## config.mk

```make
export PLATFORM = sky130hd
export DESIGN_NAME = refclk_selector
export DESIGN_NICKNAME = d
export VERILOG_FILES = /design/src/rtl/rcs_pkg.sv /design/src/rtl/rcs_rank.sv /design/src/rtl/rcs_pick.sv /design/src/rtl/refclk_selector.sv
export SDC_FILE = /design/constraint.sdc
export NUM_CORES = 1
export LEC_CHECK = 0
export BUFFER_PORTS_ARGS = -buffer_cell sky130_fd_sc_hd__buf_2
export CAP_MARGIN = 20
export CORE_MARGIN = 1.5
export CORE_UTILIZATION = 64
export CTS_BUF_LIST = sky130_fd_sc_hd__clkbuf_16
export DETAILED_ROUTE_END_ITERATION = 8
export GPL_ROUTABILITY_DRIVEN = 0
export GPL_TIMING_DRIVEN = 0
export PLACE_DENSITY = 0.89
export SETUP_SLACK_MARGIN = 0.2
export SLEW_MARGIN = 20
export SYNTH_ARGS = -nofsm -noshare
export SYNTH_HDL_FRONTEND = slang
export SYNTH_SLANG_ARGS = --single-unit
```

## constraint.sdc

```tcl
create_clock -name clk -period 52.2 [get_ports clk]
set_input_delay 7.83 -clock clk [delete_from_list [all_inputs] [get_ports clk]]
set_output_delay 7.83 -clock clk [all_outputs]
set_load 0.02 [all_outputs]
```

## src/rtl/rcs_pkg.sv

```systemverilog
`timescale 1ns/1ps
package rcs_pkg;
    localparam int PRW  = 3;  // priority field width
    localparam int KDW  = 2;  // kind field width
    localparam int SLW  = 2;  // slot field width
    localparam int PSW  = 4;  // priority score width

    localparam logic [KDW-1:0] KIND_EXT_A = 2'd0;
    localparam logic [KDW-1:0] KIND_EXT_B = 2'd1;

    // Larger score wins. Configured 1..5 maps to 7..3, defaults to 2..0.
    function automatic logic [PSW-1:0] prio_score(input logic [PRW-1:0] p,
                                                  input logic [KDW-1:0] k);
        logic [PSW-1:0] s;
        if (p >= 3'd1 && p <= 3'd5) begin
            s = 4'd8 - {1'b0, p};
        end else if (k == KIND_EXT_A) begin
            s = 4'd2;
        end else if (k == KIND_EXT_B) begin
            s = 4'd1;
        end else begin
            s = 4'd0;
        end
        return s;
    endfunction
endpackage

```

## src/rtl/rcs_rank.sv

```systemverilog
`timescale 1ns/1ps
module rcs_rank
    import rcs_pkg::*;
#(
    parameter int N  = 8,
    parameter int QW = 3,
    localparam int KW = QW + PSW
) (
    input  logic [N-1:0]     fail_i,
    input  logic [N-1:0]     lock_i,
    input  logic [N*QW-1:0]  rxq_i,
    input  logic [N*QW-1:0]  cfgq_i,
    input  logic [N*PRW-1:0] prio_i,
    input  logic [N*KDW-1:0] kind_i,
    input  logic             qmode_i,
    input  logic             selrx_i,
    output logic [N*KW-1:0]  key_o,
    output logic [N*QW-1:0]  qsel_o,
    output logic [N-1:0]     ok_o,
    output logic [N-1:0]     elig_o
);
    for (genvar g = 0; g < N; g++) begin : g_cand
        logic [QW-1:0] rx, cfg, qs, qr;
        always_comb begin
            rx  = rxq_i[g*QW +: QW];
            cfg = cfgq_i[g*QW +: QW];
            qs  = (qmode_i && selrx_i) ? rx : cfg;
            qr  = qmode_i ? qs : '0;
            elig_o[g] = !fail_i[g] && !lock_i[g];
            ok_o[g]   = elig_o[g] && (!qmode_i || (rx >= cfg));
            qsel_o[g*QW +: QW] = qs;
            key_o[g*KW +: KW]  = {qr, prio_score(prio_i[g*PRW +: PRW],
                                                 kind_i[g*KDW +: KDW])};
        end
    end
endmodule

```

## src/rtl/rcs_pick.sv

```systemverilog
`timescale 1ns/1ps
module rcs_pick #(
    parameter int N  = 8,
    parameter int KW = 7,
    localparam int IW = (N > 1) ? $clog2(N) : 1
) (
    input  logic [N*KW-1:0] key_i,
    input  logic [N-1:0]    mask_i,
    input  logic            inc_valid_i,
    input  logic [IW-1:0]   inc_idx_i,
    output logic            found_o,
    output logic [IW-1:0]   idx_o
);
    // Incumbency is the least significant bit of the compared key; a strict
    // comparison in ascending order leaves the lowest index on full ties.
    logic [KW:0] best;
    logic [KW:0] cur;
    always_comb begin
        found_o = 1'b0;
        idx_o   = '0;
        best    = '0;
        cur     = '0;
        for (int i = 0; i < N; i++) begin
            cur = {key_i[i*KW +: KW], inc_valid_i && (inc_idx_i == IW'(i))};
            if (mask_i[i] && (!found_o || cur > best)) begin
                found_o = 1'b1;
                idx_o   = IW'(i);
                best    = cur;
            end
        end
    end
endmodule

```

## src/rtl/refclk_selector.sv

```systemverilog
`timescale 1ns/1ps
module refclk_selector
    import rcs_pkg::*;
#(
    parameter int N  = 8,
    parameter int QW = 3,
    localparam int IW = (N > 1) ? $clog2(N) : 1,
    localparam int KW = QW + PSW
) (
    input  logic             clk,
    input  logic             rst_n,
    input  logic             tick_i,
    input  logic [N-1:0]     fail_i,
    input  logic [N*QW-1:0]  rxq_i,
    input  logic [N*QW-1:0]  cfgq_i,
    input  logic [N*PRW-1:0] prio_i,
    input  logic [N*KDW-1:0] kind_i,
    input  logic [N*SLW-1:0] slot_i,
    input  logic [N-1:0]     lock_i,
    input  logic [N-1:0]     force_i,
    input  logic             qmode_i,
    input  logic             selrx_i,
    input  logic             revert_i,
    input  logic             freerun_i,
    output logic [IW-1:0]    pri_idx_o,
    output logic             pri_valid_o,
    output logic [IW-1:0]    sec_idx_o,
    output logic             sec_valid_o,
    output logic [QW-1:0]    qual_o,
    output logic             freerun_o,
    output logic             upd_o
);
    typedef struct packed {
        logic [IW-1:0] pi;
        logic          pv;
        logic [IW-1:0] si;
        logic          sv;
        logic [QW-1:0] q;
        logic          fr;
        logic          upd;
    } sel_st_t;

    sel_st_t st_d, st_q;

    logic [N*KW-1:0] key;
    logic [N*QW-1:0] qsel;
    logic [N-1:0]    ok, elig, pair, smask;

    rcs_rank #(.N(N), .QW(QW)) u_rank (
        .fail_i (fail_i),  .lock_i (lock_i),
        .rxq_i  (rxq_i),   .cfgq_i (cfgq_i),
        .prio_i (prio_i),  .kind_i (kind_i),
        .qmode_i(qmode_i), .selrx_i(selrx_i),
        .key_o  (key),     .qsel_o (qsel),
        .ok_o   (ok),      .elig_o (elig)
    );

    // Best qualifying primary candidate
    logic          best_f;
    logic [IW-1:0] best_i;
    rcs_pick #(.N(N), .KW(KW)) u_pick_pri (
        .key_i(key), .mask_i(ok),
        .inc_valid_i(st_q.pv), .inc_idx_i(st_q.pi),
        .found_o(best_f), .idx_o(best_i)
    );

    // Force request: honoured only when exactly one is raised
    logic          frc_hit;
    logic [IW-1:0] frc_idx;
    always_comb begin
        frc_idx = '0;
        for (int i = 0; i < N; i++) begin
            if (force_i[i]) frc_idx = IW'(i);
        end
        frc_hit = ($countones(force_i) == 1) && elig[frc_idx];
    end

    // Primary decision for this tick
    logic          keep;
    logic          p_v;
    logic [IW-1:0] p_i;
    always_comb begin
        keep = !revert_i && st_q.pv && ok[st_q.pi];
        if (freerun_i) begin
            p_v = 1'b0;  p_i = '0;
        end else if (frc_hit) begin
            p_v = 1'b1;  p_i = frc_idx;
        end else if (keep) begin
            p_v = 1'b1;  p_i = st_q.pi;
        end else begin
            p_v = best_f; p_i = best_i;
        end
    end

    // Secondary candidates: qualifying, not primary, other slot pair
    for (genvar g = 0; g < N; g++) begin : g_sec
        assign pair[g]  = slot_i[g*SLW + SLW - 1];
        assign smask[g] = ok[g] && p_v && (p_i != IW'(g)) && (pair[g] != pair[p_i]);
    end

    logic          sec_f;
    logic [IW-1:0] sec_i;
    rcs_pick #(.N(N), .KW(KW)) u_pick_sec (
        .key_i(key), .mask_i(smask),
        .inc_valid_i(st_q.sv), .inc_idx_i(st_q.si),
        .found_o(sec_f), .idx_o(sec_i)
    );

    always_comb begin
        st_d     = st_q;
        st_d.upd = 1'b0;
        if (tick_i) begin
            st_d.pv  = p_v;
            st_d.pi  = p_i;
            st_d.sv  = sec_f && !freerun_i;
            st_d.si  = (sec_f && !freerun_i) ? sec_i : '0;
            st_d.q   = p_v ? qsel[p_i*QW +: QW] : '0;
            st_d.fr  = freerun_i;
            st_d.upd = (st_d.pv != st_q.pv) || (st_d.pi != st_q.pi) ||
                       (st_d.sv != st_q.sv) || (st_d.si != st_q.si);
        end
    end

    always_ff @(posedge clk or negedge rst_n) begin
        if (!rst_n) st_q <= '0;
        else        st_q <= st_d;
    end

    assign pri_idx_o   = st_q.pi;
    assign pri_valid_o = st_q.pv;
    assign sec_idx_o   = st_q.si;
    assign sec_valid_o = st_q.sv;
    assign qual_o      = st_q.q;
    assign freerun_o   = st_q.fr;
    assign upd_o       = st_q.upd;
endmodule

```

Word-level counts from Yosys, hierarchy flattened:

Index checks and enable logic that the tools add are counted.

* register bits after elaboration: 13
* latch bits: 0
* memory bits (writable): 0
* ROM bits: 0
* input port bits: 135
* output and inout port bits: 13
* word-level logic and storage cells: 365
* memories: 0

* add/sub/neg operators: 15
* multiply operators: 1
* divide/modulo/power cells: 0
* order comparisons: 41
* equal/unequal tests: 42
* shift operators: 1
* muxes and demuxes: 106
* bitwise operators: 0
* reductions and logical operators: 152

Operators with widths (count)
* > comparator 8 bit: 14
* two-way mux 8 bit: 14
* two-way mux 3 bit: 34
* logical AND 1 bit: 83
* two-way mux 4 bit: 16
* two-way mux 1 bit: 34
* logical NOT 1 bit: 33
* subtractor 4 x 3 -> 4 bit (first input constant): 8
* logical OR 1 bit: 25
* equality test 3 bit (second input constant): 8
* >= comparator 3 x 1 -> 1 bit (second input constant): 8
* >= comparator 3 bit: 8
* less-or-equal comparator 3 bit (second input constant): 8
* indexed part select 24 x 6 -> 3 bit: 1
* equality test 2 x 1 -> 1 bit (second input constant): 8
* logical NOT 2 bit: 8
* equality test 3 x 2 -> 1 bit (second input constant): 4
* less-than comparator 3 x 4 -> 1 bit (second input constant): 3
* != test 3 bit (second input constant): 4
* two-way mux 2 bit: 5
* != test 1 bit: 10
* binary-select mux 1 bit (select 3 bit): 3
* adder 1 x 1 -> 2 bit: 4
* adder 2 x 2 -> 3 bit: 2
* 9 further kinds: 13

Depth between registers and ports, before layout:

* depth after elaboration: 74
* mapped depth: 170
* gate-level depth less buffers: 159

Modules after synthesis:

From an unflattened synthesis, not the netlist that was laid out.

* cells, all modules: 1136
* area, all modules: 8703.3 um^2

Modules (own cells, without submodules)
* rcs_pick (u_pick_sec): instances 1, cells an instance 324, area each 2399.8 um^2, sequential area each 0.0 um^2
* rcs_pick (u_pick_pri): instances 1, cells an instance 318, area each 2352.3 um^2, sequential area each 0.0 um^2
* rcs_rank: instances 1, cells an instance 306, area each 2215.9 um^2, sequential area each 0.0 um^2
* refclk_selector: instances 1, cells an instance 188, area each 1735.4 um^2, sequential area each 325.3 um^2

Least setup slack after synthesis:

No wires, ideal clock.

* path kind: input-to-reg
* from: input port rxq_i[0]
* to: register st_q, in the netlist upd_o
* setup time: 0.129 ns
* arrival: 34.136 ns
* required time: 52.071 ns
* path slack: 17.935 ns
* cell stages on the path: 158
* buffers on the path: 11
* cells stage by stage: inv_1 -> ha_1 -> nand2b_1 -> a211o_1 -> and2_1 -> clkbuf_1 -> nand2b_1 -> ha_1 -> nor2b_1 -> o211ai_1 -> a21oi_1 -> o311a_1 -> clkbuf_1 -> mux2_2 -> ha_1 -> nor2b_1 -> o211ai_1 -> a21oi_1 -> [... 122 more ...] -> mux2_2 -> and3_1 -> buf_2 -> nor2_1 -> or4b_1 -> a21boi_1 -> ha_1 -> nor2b_1 -> o21a_1 -> o21ai_0 -> nand2b_1 -> a21oi_1 -> o21ai_0 -> o31a_1 -> o21bai_1 -> a2111oi_2 -> xnor2_1 -> o41a_1

RTL lines
* start, declared: RTL line refclk_selector.sv:14 `input logic [N*QW-1:0] rxq_i,`
* end signal, assigned: RTL line refclk_selector.sv:126 `else st_q <= st_d;`
* end, declared: RTL line refclk_selector.sv:43 `sel_st_t st_d, st_q;`

==> summary.txt <==
Power
  – Max VDD drop: 16.3 uV
  – Static leakage: 4.41 nW
  – Cell area power density: 20.9 mW/mm2
  – Tot Pwr: 0.200 mW

Layout
  – Area grow syn2layout: 11.6%
  – Share of cells above drive strength 1: 15.7%
  – Layout fillers: 1,083
  – Nets@finish: 1,667
  – Antenna diodes: 0

Yosys
  – Async SR Flop Fraction: 100%
  – Syn. warnings: 0
  – Cell area after synthesis: 0.00858 mm2
  – Adder-Cell Fraction of Synth Area: 23.5%
  – Post-Syn Instances: 1,230
  – Post-synthesis sequential area ratio: 3.79%
  – Compound-cell area share of the yosys netlist: 30.5%
  – Area leader, netlist: ha_1
  – Post-synth EDFFs: 0
  – Post-synthesis mux area share: 7.32%
  – Post-synthesis xor/xnor area fraction: 1.53%
  – FF+latch count, synth: 13
  – Syn_area_per_cell: 6.97 um2
  – Synth cell types: 87
  – Largest cells by area after synthesis: ha_1 23%, a21oi_1 5.4%, nand2_1 5.1%
  – Top-area cell type share of the netlist area: 22.6%
  – Syn_nets: 1,524
  – Ys flop type: dfrtp_1
  – Simple-gate share of the synthesized area: 26.8%
  – Largest family of logic cells by synthesized area: compound AO/OA/AOI/OAI gates

Clock tree
  – Clk sink count: 13
  – Max clock buf depth: 2
  – Clock slew at reported path FFs: 50 ps
  – Clock tree root driver cell: clkbuf_16
  – Later-pin clock latency in the skew report: 240 ps
  – Post-CTS Setup Inserts: 0
  – CTS tree: yes
  – PostCTS Resize Cnt: 0
  – Clock buffer count from CTS: 3
  – Htree depth: 1
  – Hold Buf Count CTS: 0

Critical path
  – Internal reg-to-reg setup slack: 19,110 ps
  – CP arrival: 41,260 ps
  – CP required: 52,320 ps
  – Critical path's largest stage delay: 880 ps
  – Worst Setup Start Kind: primary input
  – Worst setup EP type: register
  – CP Buf/Inv Count: 15
  – Top fanout value on the critical path: 10
  – CP dominant cell by count: o21ai_0
  – Delay-heaviest family, CP: compound AO/OA/AOI/OAI gates
  – Critical-path top delay cell: o311ai_1
  – Critical path class: in -> reg

Route
  – Vias/cell: 6.75
  – Starting DRT DRC Count: 1,251
  – Post-DRT Antenna Nets: 0
  – Vias: 10,400
  – WL per Instance: 18.7 um
  – Remaining DRCs: 0
  – Routed WL: 29.0 mm
  – Drt pass-1 iters: 6

Timing
  – Final Critical Period: 41,140 ps
  – Fin Hold WS: 535 ps
  – Fin worst setup slack: 11,060 ps
  – Worst slew margin: 32.8%
  – Highest Clock Rate: 24.3 MHz
  – Setup violators final: 0
  – Setup_tns: 0 ps
  – Pins Over Slew Limit: 0
  – Worst-Margin Slew: 992 ps
  – Unrepaired setup endpoints after global routing: false
  – Worst clock skew: 3.77 ps
  – Part of the cycle the worst path needs: 78.8%
  – Final hold viol count: 0

Die
  – Die Y: 119 um
  – Core Rows: 42
  – Effective utilization at floorplan: 65.3%
  – Core ar.: 0.0131 mm2
  – Die ar.: 0.0141 mm2
  – I/O pin count: 148
  – Die X: 119 um

Global routing
  – Largest net degree at the start of global routing: 14
  – All-layer global routing usage: 40.0%
  – Antenna violations before repair: 0
  – Vias in the first global route: 9,569
  – GRT overflow: 0
  – Global-route wire length before repair: 46.5 mm

Placement
  – Worst Setup Slack post-DPL: 12,280 ps
  – Final HPWL DP: 24.2 mm
  – # port buffers: 138

Flow run
  – Max-Cap Viols: 0

Worst hold path
  – Worst Hold Class: reg -> reg

Run status
  – Status: finished clean
==> placed cells by master (no fill, tap or decap), drive strengths merged, types with 6 or more instances in the layout <==
cell     count
a211o        8
ha         155
nand4       21
o22ai        6
mux2        30
nand2      117
inv         96
nor3        19
o21a        23
nand3       58
xnor2       12
a211oi      23
or2          9
a21o        16
o31ai        9
nor2       110
clkbuf      35
a21oi       94
o2111ai     12
o311a        7
o21ai       89
mux2i       29
a22oi        8
a21boi       7
and3        12
dfrtp       13
and2         9
nor4b        9
o211ai      29
buf        153
a311oi       6
nand2b      30
nor2b       44
==> sequential cells by signal (all words and copies together), names as in the netlist <==
register     count
freerun_o        1
pri_valid_o      1
upd_o            1
qual_o           3
sec_valid_o      1
sec_idx_o        3
pri_idx_o        3
==> kinds of logic (layout without fill, tap and decap cells) <==
family / count (synthesis) / in the layout
AO/OA/AOI/OAI: 382 / 382
buffers and inverters: 144 / 286
XOR/XNOR: 15 / 15
AND/OR/NAND/NOR: 458 / 458
adder cells (fa/ha/maj): 159 / 159
multiplexers: 59 / 59
flip-flops: 13 / 13
==> metrics by stage <==
step / util, % / cell area (um2) / std cells
6_report: 72.9 / 9570 / 1548
5_1_grt: 72.9 / 9570 / 1548
4_1_cts: 72.9 / 9570 / 1548
3_5_place_dp: 72.3 / 9490 / 1544
3_3_place_gp: 72.2 / 9490 / 1544
2_1_floorplan: - / 8580 / 1230
==> synthesized netlist by cell type (8+ instances only) <==
library cell,n
or2_2,8
clkbuf_1,32
nor2b_1,44
a211oi_1,22
a21o_1,16
nand4_1,21
a21oi_1,92
nor2_1,109
inv_1,96
o211ai_1,29
nand2b_1,30
dfrtp_1,13
nand2_1,117
o2111ai_1,12
a211o_1,8
mux2i_1,29
o21ai_0,82
and2_1,9
xnor2_1,12
nor3_1,18
buf_2,10
mux2_2,30
ha_1,155
and3_1,12
nand3_1,57
nor4b_1,8
o21a_1,23
==> final timing paths <==
kind	start	to	cells past startpoint
setup / recovery	rxq_i[0]	upd_o$_DFF_PN0_	159
hold / removal	freerun_o$_DFFE_PN0P_	freerun_o$_DFFE_PN0P_	1
setup reg to reg	pri_idx_o[0]$_DFFE_PN0P_	upd_o$_DFF_PN0_	153
hold reg to reg	freerun_o$_DFFE_PN0P_	freerun_o$_DFFE_PN0P_	1
max in group asynchronous	rst_n	sec_idx_o[0]$_DFFE_PN0P_	1
min in group asynchronous	rst_n	pri_valid_o$_DFFE_PN0P_	1
==> cell type report <==
type	count	area, um2	area share [%]
multi-input cells	1073	7690	80.4
repair buffers	138	691	7.21
inverters	97	364	3.80
flip-flops and latches	13	325	3.40
well taps	176	220	2.30
plain buffers	47	200	2.09
clock buffers	3	75.1	0.784
clock inverters	1	5.00	0.0523
==> layer usage <==
metal  global-route usage, %  wire (um)  vias up
met3                    6.27       3520      174
met4                    17.5       1780        0
met5                       0          0        -
met2                    66.3      12400      750
li1                        -          -     4860
met1                    51.2      11200     4662
==> where the power goes <==
group	internal [mW]	total, mW	switching, mW
combinational	0.0644	0.171	0.106
sequential	0.0124	0.0154	0.00299
clock	0.0102	0.0145	0.00433
==> worst reg2reg max path: cells and delay by family (launching register included) <==
kind / cells / cell delay (ps)
mux: 5 / 1990
simple gates: 44 / 7370
xor+xnor: 1 / 120
fa+ha+maj: 14 / 4140
flops: 1 / 530
compound gates: 77 / 15280
buf+inv: 12 / 3510
(Power assumes the default switching activity.)
